`src/rtl/draw_pred_pkg.sv`:
```
package draw_pred_pkg;
  localparam int OPC_W = 8;
  localparam logic [OPC_W-1:0] OPC_GLB_EN = 8'h19;
  localparam logic [OPC_W-1:0] OPC_LOC_EN = 8'h1a;
  localparam logic [OPC_W-1:0] OPC_PRED_SET = 8'h4e;

  localparam int EN_BIT   = 0;
  localparam int SRC_LO   = 4;
  localparam int SRC_HI   = 7;
  localparam int TEST_BIT = 8;
  localparam int SRC_W    = SRC_HI - SRC_LO + 1;
  localparam logic [SRC_W-1:0] SRC_MEM = 4'd5;

  typedef enum logic [1:0] {
    CMD_NONE,
    CMD_GLB,
    CMD_LOC,
    CMD_SET
  } cmd_e;

  typedef struct packed {
    cmd_e cmd;
    logic en;
    logic src_ok;
    logic test_zero;
  } cmd_t;
endpackage

```
`src/rtl/pred_decode.sv`:
```
module pred_decode
  import draw_pred_pkg::*;
#(
  parameter int DW = 32
) (
  input  logic [OPC_W-1:0] opcode_i,
  input  logic [DW-1:0]    dw0_i,
  output cmd_t             cmd_o
);
  logic [SRC_W-1:0] src;
  logic             unused_dw0;

  assign src        = dw0_i[SRC_HI:SRC_LO];
  assign unused_dw0 = ^{dw0_i[DW-1:TEST_BIT+1], dw0_i[SRC_LO-1:EN_BIT+1]};

  always_comb begin
    cmd_o.en        = dw0_i[EN_BIT];
    cmd_o.src_ok    = (src == SRC_MEM);
    cmd_o.test_zero = dw0_i[TEST_BIT];
    unique case (opcode_i)
      OPC_GLB_EN:   cmd_o.cmd = CMD_GLB;
      OPC_LOC_EN:   cmd_o.cmd = CMD_LOC;
      OPC_PRED_SET: cmd_o.cmd = CMD_SET;
      default:      cmd_o.cmd = CMD_NONE;
    endcase
  end
endmodule

```
`src/rtl/pred_fetch.sv`:
```
module pred_fetch #(
  parameter int DW = 32,
  localparam int AW = 2 * DW
) (
  input  logic          clk_i,
  input  logic          rst_ni,
  input  logic          start_i,
  input  logic [DW-1:0] addr_lo_i,
  input  logic [DW-1:0] addr_hi_i,
  input  logic          test_zero_i,
  output logic          mem_req_o,
  output logic [AW-1:0] mem_addr_o,
  input  logic          mem_rsp_valid_i,
  input  logic [AW-1:0] mem_rsp_data_i,
  output logic          busy_o,
  output logic          load_o,
  output logic          pass_o
);
  logic          busy_q;
  logic [AW-1:0] addr_q;
  logic          test_q;
  logic          is_zero;

  assign is_zero    = (mem_rsp_data_i == '0);
  assign busy_o     = busy_q;
  assign mem_req_o  = busy_q;
  assign mem_addr_o = addr_q;
  assign load_o     = busy_q & mem_rsp_valid_i;
  // test_q=1: pass on zero; test_q=0: pass on nonzero
  assign pass_o     = test_q ? is_zero : ~is_zero;

  always_ff @(posedge clk_i or negedge rst_ni) begin
    if (!rst_ni) begin
      busy_q <= 1'b0;
      addr_q <= '0;
      test_q <= 1'b0;
    end else if (start_i) begin
      busy_q <= 1'b1;
      addr_q <= {addr_hi_i, addr_lo_i};
      test_q <= test_zero_i;
    end else if (load_o) begin
      busy_q <= 1'b0;
    end
  end
endmodule

```
`src/rtl/pred_state.sv`:
```
module pred_state (
  input  logic clk_i,
  input  logic rst_ni,
  input  logic glb_wr_i,
  input  logic loc_wr_i,
  input  logic en_i,
  input  logic load_i,
  input  logic pass_i,
  output logic glb_o,
  output logic loc_o,
  output logic valid_o,
  output logic pass_o
);
  logic glb_q, loc_q, valid_q, pass_q;

  assign glb_o   = glb_q;
  assign loc_o   = loc_q;
  assign valid_o = valid_q;
  assign pass_o  = pass_q;

  // writes and loads never coincide: packets stall while a load is pending
  always_ff @(posedge clk_i or negedge rst_ni) begin
    if (!rst_ni) begin
      glb_q   <= 1'b0;
      loc_q   <= 1'b0;
      valid_q <= 1'b0;
      pass_q  <= 1'b1;
    end else if (glb_wr_i) begin
      glb_q <= en_i;
      if (en_i) begin
        pass_q <= 1'b1;
        loc_q  <= 1'b1;
      end
    end else if (loc_wr_i) begin
      loc_q <= en_i;
    end else if (load_i) begin
      valid_q <= 1'b1;
      pass_q  <= pass_i;
    end
  end
endmodule

```
`src/rtl/draw_gate.sv`:
```
module draw_gate (
  input  logic draw_valid_i,
  input  logic busy_i,
  input  logic glb_i,
  input  logic loc_i,
  input  logic valid_i,
  input  logic pass_i,
  output logic draw_ready_o,
  output logic draw_skip_o
);
  logic active;

  assign active       = glb_i & loc_i & valid_i;
  assign draw_ready_o = ~busy_i;
  assign draw_skip_o  = draw_valid_i & active & ~pass_i;
endmodule

```
`src/rtl/draw_pred_ctrl.sv`:
```
module draw_pred_ctrl
  import draw_pred_pkg::*;
#(
  parameter int DW = 32,
  localparam int AW = 2 * DW
) (
  input  logic             clk_i,
  input  logic             rst_ni,
  input  logic             pkt_valid_i,
  output logic             pkt_ready_o,
  input  logic [OPC_W-1:0] pkt_opcode_i,
  input  logic [DW-1:0]    pkt_dw0_i,
  input  logic [DW-1:0]    pkt_dw1_i,
  input  logic [DW-1:0]    pkt_dw2_i,
  output logic             mem_req_o,
  output logic [AW-1:0]    mem_addr_o,
  input  logic             mem_rsp_valid_i,
  input  logic [AW-1:0]    mem_rsp_data_i,
  input  logic             draw_valid_i,
  output logic             draw_ready_o,
  output logic             draw_skip_o,
  output logic             err_o
);
  cmd_t cmd;
  logic accept, glb_wr, loc_wr, start, bad_src;
  logic busy, load, load_pass;
  logic glb_en, loc_en, pred_valid, pred_pass;
  logic err_q;

  pred_decode #(.DW(DW)) u_decode (
    .opcode_i (pkt_opcode_i),
    .dw0_i    (pkt_dw0_i),
    .cmd_o    (cmd)
  );

  assign pkt_ready_o = ~busy;
  assign accept      = pkt_valid_i & ~busy;
  assign glb_wr      = accept & (cmd.cmd == CMD_GLB);
  assign loc_wr      = accept & (cmd.cmd == CMD_LOC);
  assign start       = accept & (cmd.cmd == CMD_SET) & cmd.src_ok;
  assign bad_src     = accept & (cmd.cmd == CMD_SET) & ~cmd.src_ok;

  pred_fetch #(.DW(DW)) u_fetch (
    .clk_i           (clk_i),
    .rst_ni          (rst_ni),
    .start_i         (start),
    .addr_lo_i       (pkt_dw1_i),
    .addr_hi_i       (pkt_dw2_i),
    .test_zero_i     (cmd.test_zero),
    .mem_req_o       (mem_req_o),
    .mem_addr_o      (mem_addr_o),
    .mem_rsp_valid_i (mem_rsp_valid_i),
    .mem_rsp_data_i  (mem_rsp_data_i),
    .busy_o          (busy),
    .load_o          (load),
    .pass_o          (load_pass)
  );

  pred_state u_state (
    .clk_i    (clk_i),
    .rst_ni   (rst_ni),
    .glb_wr_i (glb_wr),
    .loc_wr_i (loc_wr),
    .en_i     (cmd.en),
    .load_i   (load),
    .pass_i   (load_pass),
    .glb_o    (glb_en),
    .loc_o    (loc_en),
    .valid_o  (pred_valid),
    .pass_o   (pred_pass)
  );

  draw_gate u_gate (
    .draw_valid_i (draw_valid_i),
    .busy_i       (busy),
    .glb_i        (glb_en),
    .loc_i        (loc_en),
    .valid_i      (pred_valid),
    .pass_i       (pred_pass),
    .draw_ready_o (draw_ready_o),
    .draw_skip_o  (draw_skip_o)
  );

  always_ff @(posedge clk_i or negedge rst_ni) begin
    if (!rst_ni) err_q <= 1'b0;
    else         err_q <= bad_src;
  end

  assign err_o = err_q;
endmodule

```
`config.mk`:
```
export PLATFORM = sky130hd
export DESIGN_NAME = draw_pred_ctrl
export DESIGN_NICKNAME = d
export VERILOG_FILES = /design/src/rtl/draw_pred_pkg.sv /design/src/rtl/pred_decode.sv /design/src/rtl/pred_fetch.sv /design/src/rtl/pred_state.sv /design/src/rtl/draw_gate.sv /design/src/rtl/draw_pred_ctrl.sv
export SDC_FILE = /design/constraint.sdc
export NUM_CORES = 1
export LEC_CHECK = 0
export BUFFER_PORTS_ARGS = -buffer_cell sky130_fd_sc_hd__buf_2
export CAP_MARGIN = 5
export CORE_ASPECT_RATIO = 0.5
export CORE_MARGIN = 2
export CORE_UTILIZATION = 42
export CTS_CLUSTER_DIAMETER = 120
export DETAILED_ROUTE_END_ITERATION = 8
export GPL_ROUTABILITY_DRIVEN = 0
export PLACE_DENSITY = 0.95
export REMOVE_ABC_BUFFERS = 1
export SYNTH_ARGS = -nofsm -noshare
export SYNTH_HDL_FRONTEND = slang
export SYNTH_HIERARCHICAL = 1
export SYNTH_SLANG_ARGS = --single-unit
```
`constraint.sdc`:
```
create_clock -name clk_i -period 2.7 [get_ports clk_i]
set_input_delay 0.135 -clock clk_i [delete_from_list [all_inputs] [get_ports clk_i]]
set_output_delay 0.135 -clock clk_i [all_outputs]
set_load 0.02 [all_outputs]
```
==> flow_metrics.tcl, run 1 <==
set metrics [dict create \
    status "finished with violations" \
    violations "hold timing" \
    dieArea_mm2 0.00776 \
    cts_buffers 9 \
    slowest_stage "nor4b_1" \
    netlist_area_mm2 0.00296 \
    grt_max_degree 48 \
    cap_viol_max_count 0 \
    synth_edf_count 0 \
    fin_crit_sh_pct 76.0 \
    synthCells 203 \
    antenna_found_initial 0 \
    avgSynthCellArea_um2 14.6 \
    tritoncts "built" \
    setup_slack_ns 0.649 \
    dp_hpwl_um 6860 \
    synth_cell_types 27 \
    clk_latency_ns 0.33 \
    drc 0 \
    grt_pass1_vias 2586 \
    clk_pin_slew_worst_paths_ns 0.05 \
    achievable-frequency_ghz 0.488 \
    ir_worst_vdd_v 0.000383 \
    post-cts-setup-buffer-count 0 \
    hold_buffers 0 \
    p_leak_nw 2.56 \
    start_kind "input port" \
    yosysMostFrequentCell "dfrtp_1" \
    root_buffer "clkbuf_16" \
    vias 2499 \
    ctsLongestPathBuffers 2 \
    grt_use_total_pct 22.8 \
    finalCriticalPeriod_ns 2.05 \
    crit_chain "buf_2 -> nand2b_1 -> o22a_2 -> nor4b_1 -> nand4b_1 -> nor2_4 -> buf_4 -> mux2_2" \
    worstSetupPathType "in2reg" \
    place_ws_ns 0.345 \
    antennaDiodeCount 0 \
    crit_arrival_ns 2.26 \
    synth_top_area_share_pct 59.3 \
    setup_viol 0 \
    port_buffers 215 \
    grt_pass1_wl_um 13100 \
    synth-seq-area-share_pct 60.2 \
    nets 596 \
    end_kind "register" \
    hold_violations 40 \
    worst_pin_slew_ns 1.01 \
    synthArstFlopShare_pct 100 \
    ys_seq_elements 71 \
    postRouteAntennaNets 0 \
    overflow 0 \
    min_path_type "in2async" \
    critPathMaxStageDelay_ns 0.50 \
    initial_core_util_pct 43.8 \
    yosysWarnings 6 \
    final-max-slew-violation-count 0 \
    h-tree-depth 3 \
    first_iter_violations 163 \
    worstReg2RegStart "u_fetch/busy_o" \
    clock_sinks 71 \
    hold_slack_ns -0.0178 \
    die_h_um 63.3 \
    num_rows 21 \
    ys_top_cells_by_count "dfrtp_1, mux2_2, nor4_1" \
    wl_per_cell_um 16.4 \
    cts_resized 0 \
    rsz0062_at_grt "no" \
    slew_headroom_pct 32.4 \
    final_util_pct 65.6 \
    path_max_fanout 24 \
    syn_to_final_growth_pct 50.0 \
    skew_ns 0.00909 \
    synth_area_leaders "dfrtp_1, mux2_2, nor4_1" \
    dr.pass1.iters 4 \
    io_pins 242 \
    finalWirelength_um 8520 \
    viasPerCell 4.81 \
    worstPathRequired_ns 2.91 \
    synthFlopType "dfrtp_1" \
    chipWidth_um 123 \
    core-area_mm2 0.00675 \
    yosys.area.top_type "dfrtp_1" \
    crit_path_start "pkt_opcode_i[2]" \
    drive_gt1_share_pct 71.7 \
    p_per_area_mw_per_mm2 534 \
]
[cell type report]
class	count	area (um^2)
clock buffer	13	250
clock inverter	3	42.5
fill	519	2320
inverter	4	15.0
multi-input combinational	118	1110
sequential	71	1780
tap	92	115
timing repair buffer	219	1120
[worst paths after layout]
path | end | slack, ns | cells after the start
max | u_fetch/mem_addr_o[6] | 0.65 | 8
min | u_fetch/mem_addr_o[12] | -0.02 | 1
max reg2reg | u_fetch/mem_addr_o[6] | 0.94 | 4
min reg2reg | u_state/valid_o | 0.45 | 1
max in group asynchronous | u_fetch/mem_addr_o[51] | 1.93 | 2
min in group clk_i | u_fetch/mem_addr_o[35] | 0.03 | 2
[stage by stage]
stage / std cells / instance area (um^2) / TNS, ns / total power, mW
2_1_floorplan: 193 / 2900 / -111.32 / 1.11
5_1_grt: 520 / 4430 / 0 / 2.47
3_3_place_gp: 504 / 4140 / 0 / 1.23
3_5_place_dp: 504 / 4140 / 0 / 1.24
4_1_cts: 520 / 4430 / 0 / 2.40
6_report: 520 / 4430 / 0 / 2.37
[worst max-delay path: cells and delay by family]
family / cells / cell delay (ns)
AOI/OAI and AO/OA: 1 / 0.20
buffers and inverters: 2 / 0.44
muxes: 1 / 0.38
and+or+nand+nor: 4 / 1.10
[cells in the final DEF (no fill, tap or decap), types with 2 or more instances in the layout]
cell type and count:
nand4_1 4, mux2_2 66, nor4_1 15, nor2_1 5
nand2_1 3, buf_4 3, nand2b_1 2, nor4_2 2
clkbuf_1 3, clkbuf_16 9, or4b_1 2, a21o_1 2
inv_1 4, a21oi_1 2, dfrtp_1 70, buf_2 215
and4bb_2 3
[routing by layer]
| layer | global-route usage (%) | wire length (um) | vias up |
|---|---|---|---|
| met2 | 39.4 | 4530 | 54 |
| li1 | - | - | 1191 |
| met1 | 26.3 | 3410 | 1233 |
| met5 | 0 | 0 | - |
| met4 | 10.6 | 255 | 0 |
| met3 | 6.61 | 323 | 21 |
[power by group]
group	internal [mW]	leakage, nW	switching, mW	total, mW
logic	0.0861	1.43	0.0634	0.149
clock network	0.738	0.140	0.407	1.15
registers	1.07	0.989	0.00225	1.07
[cell families (layout without fill, tap and decap cells)]
kind of cell	count (synthesis)	after routing	synth area share, %
AND/OR/NAND/NOR	44	44	10.2
buffers and inverters	14	239	2.46
AO/OA/AOI/OAI	7	7	1.74
multiplexers	66	66	25.1
flip-flops	71	71	60.2
XOR/XNOR	1	1	0.296
[sequential cells by signal, indices dropped and copies added (netlist names)]
signal and cells:
u_state/loc_o 1, u_fetch/mem_addr_o 64, u_fetch/busy_o 1, err_o 1, u_fetch/test_q 1, u_state/pass_o 1
u_state/valid_o 1, u_state/glb_o 1
Power figures use the tool's default switching activity.
==> inputs of run 2 (changes only) <==
--- a/config.mk
+++ b/config.mk
@@ -9,11 +9,11 @@
 export CAP_MARGIN = 5
 export CORE_ASPECT_RATIO = 0.5
 export CORE_MARGIN = 2
-export CORE_UTILIZATION = 42
+export CORE_UTILIZATION = 39
 export CTS_CLUSTER_DIAMETER = 120
 export DETAILED_ROUTE_END_ITERATION = 8
 export GPL_ROUTABILITY_DRIVEN = 0
-export PLACE_DENSITY = 0.95
+export PLACE_DENSITY = 0.92
 export REMOVE_ABC_BUFFERS = 1
 export SYNTH_ARGS = -nofsm -noshare
 export SYNTH_HDL_FRONTEND = slang
==> constraint.sdc (replaced) <==
create_clock -name clk_i -period 2.1 [get_ports clk_i]
set_input_delay 0.105 -clock clk_i [delete_from_list [all_inputs] [get_ports clk_i]]
set_output_delay 0.105 -clock clk_i [all_outputs]
set_load 0.02 [all_outputs]
==> flow_metrics.tcl, run 2 (synthesis results as in run 1) <==
set metrics [dict create \
    status "finished clean" \
    achievable-frequency_ghz 0.541 \
    p_leak_nw 2.58 \
    grt_max_degree 36 \
    port_buffers 215 \
    top_layer_used "met4" \
    clock_sinks 71 \
    met3_length_um 408 \
    place_area_mm2 0.00420 \
    rsz0062_at_grt "no" \
    ctsLongestPathBuffers 2 \
    hold_violations 0 \
    crit_arrival_ns 2.05 \
    dr.pass1.iters 4 \
    cts_buffers 9 \
    finalNonFillerCells 526 \
    finalWirelength_um 8610 \
    largest_register_ffs 64 \
    grt_pass1_wl_um 12800 \
    end_kind "register" \
    antenna_found_initial 0 \
    h-tree-depth 3 \
    syn_to_final_growth_pct 51.6 \
    wl_per_cell_um 16.4 \
    wl_met1_um 3240 \
    viasPerCell 4.83 \
    core-area_mm2 0.00732 \
    place_ws_ns -0.104 \
    num_rows 22 \
    dieArea_mm2 0.00833 \
    fin_crit_sh_pct 88.0 \
    final_design_area_no_fill_mm2 0.00448 \
    final_cell_mix "buf_2, dfrtp_1, mux2_2, nor4_1, clkbuf_16" \
    ir_worst_vdd_v 0.000420 \
    cap_viol_max_count 0 \
    initial_core_util_pct 40.4 \
    final_common_cell "buf_2" \
    dp_hpwl_um 6860 \
    path_max_fanout 26 \
    clk_latency_ns 0.32 \
    skew_ns 0.00590 \
    wl_met2_um 4760 \
    tritoncts "built" \
    drive_gt1_share_pct 71.9 \
    min_path_type "in2reg" \
    die_h_um 65.6 \
    nets 600 \
    slew_headroom_pct 62.5 \
    overflow 0 \
    grt_use_total_pct 20.6 \
    worst_pin_slew_ns 0.555 \
    cts_resized 0 \
    drc 0 \
    start_kind "input port" \
    grt_pass1_vias 2584 \
    worstPathRequired_ns 2.30 \
    p_per_area_mw_per_mm2 652 \
    io_pins 242 \
    hold_slack_ns 0.0111 \
    antennaDiodeCount 0 \
    finalCriticalPeriod_ns 1.85 \
    setup_viol 0 \
    worstSetupPathType "in2reg" \
    root_buffer "clkbuf_16" \
    setup_tns_ns 0 \
    placed_cells 511 \
    final-max-slew-violation-count 0 \
    chipWidth_um 127 \
    vias 2542 \
    first_iter_violations 128 \
    clk_pin_slew_worst_paths_ns 0.05 \
    setup_slack_ns 0.251 \
    postRouteAntennaNets 0 \
]
run 2: repair_timing:
action,in CTS,in global routing
buffers inserted,0,0
hold endpoints to repair,18,0
hold buffers,1,0
run 2: final timing paths:
kind	start	end	slack, ns	cells after the start
min reg2reg	u_state/valid_o	u_state/valid_o	0.45	1
max reg2reg	u_fetch/busy_o	u_fetch/mem_addr_o[32]	0.40	4
min in group asynchronous	rst_ni	u_fetch/mem_addr_o[43]	0.31	2
max in group asynchronous	rst_ni	u_state/pass_o	1.10	3
min	pkt_dw2_i[11]	u_fetch/mem_addr_o[43]	0.01	2
max	pkt_opcode_i[2]	u_fetch/mem_addr_o[32]	0.25	8
run 2: layout make-up:
cell class | instances | area [um^2]
fillers | 599 | 2840
flip-flops and latches | 71 | 1780
repair buffers | 223 | 1190
multi-input cells | 118 | 1110
clock buffers | 13 | 260
well taps | 96 | 120
inverters | 4 | 15.0
clock inverters | 1 | 5.00
run 2: metal layers:
metal	GRT usage (%)	vias to the layer above
li1	-	1195
met5	0	-
met4	8.38	0
met3	5.86	19
met1	22.6	1265
met2	38.2	63
run 2: metrics by stage:
stage | utilization (%) | power (mW)
2_1_floorplan | - | 1.42
3_3_place_gp | 57.4 | 1.59
3_5_place_dp | 57.4 | 1.60
4_1_cts | 61.2 | 2.96
5_1_grt | 61.2 | 3.05
6_report | 61.2 | 2.92
run 2: report_power, final:
| part | switching (mW) | internal [mW] |
|---|---|---|
| combinational | 0.0837 | 0.115 |
| sequential | 0.00278 | 1.38 |
| clock | 0.494 | 0.848 |
run 2: worst max-delay path: stages:
cell and delay, ns:
buf_2 0.10, nand2b_1 0.14, or4b_1 0.47, a21oi_1 0.22
nand4b_1 0.20, nor2_4 0.24, buf_12 0.21, mux2_2 0.36
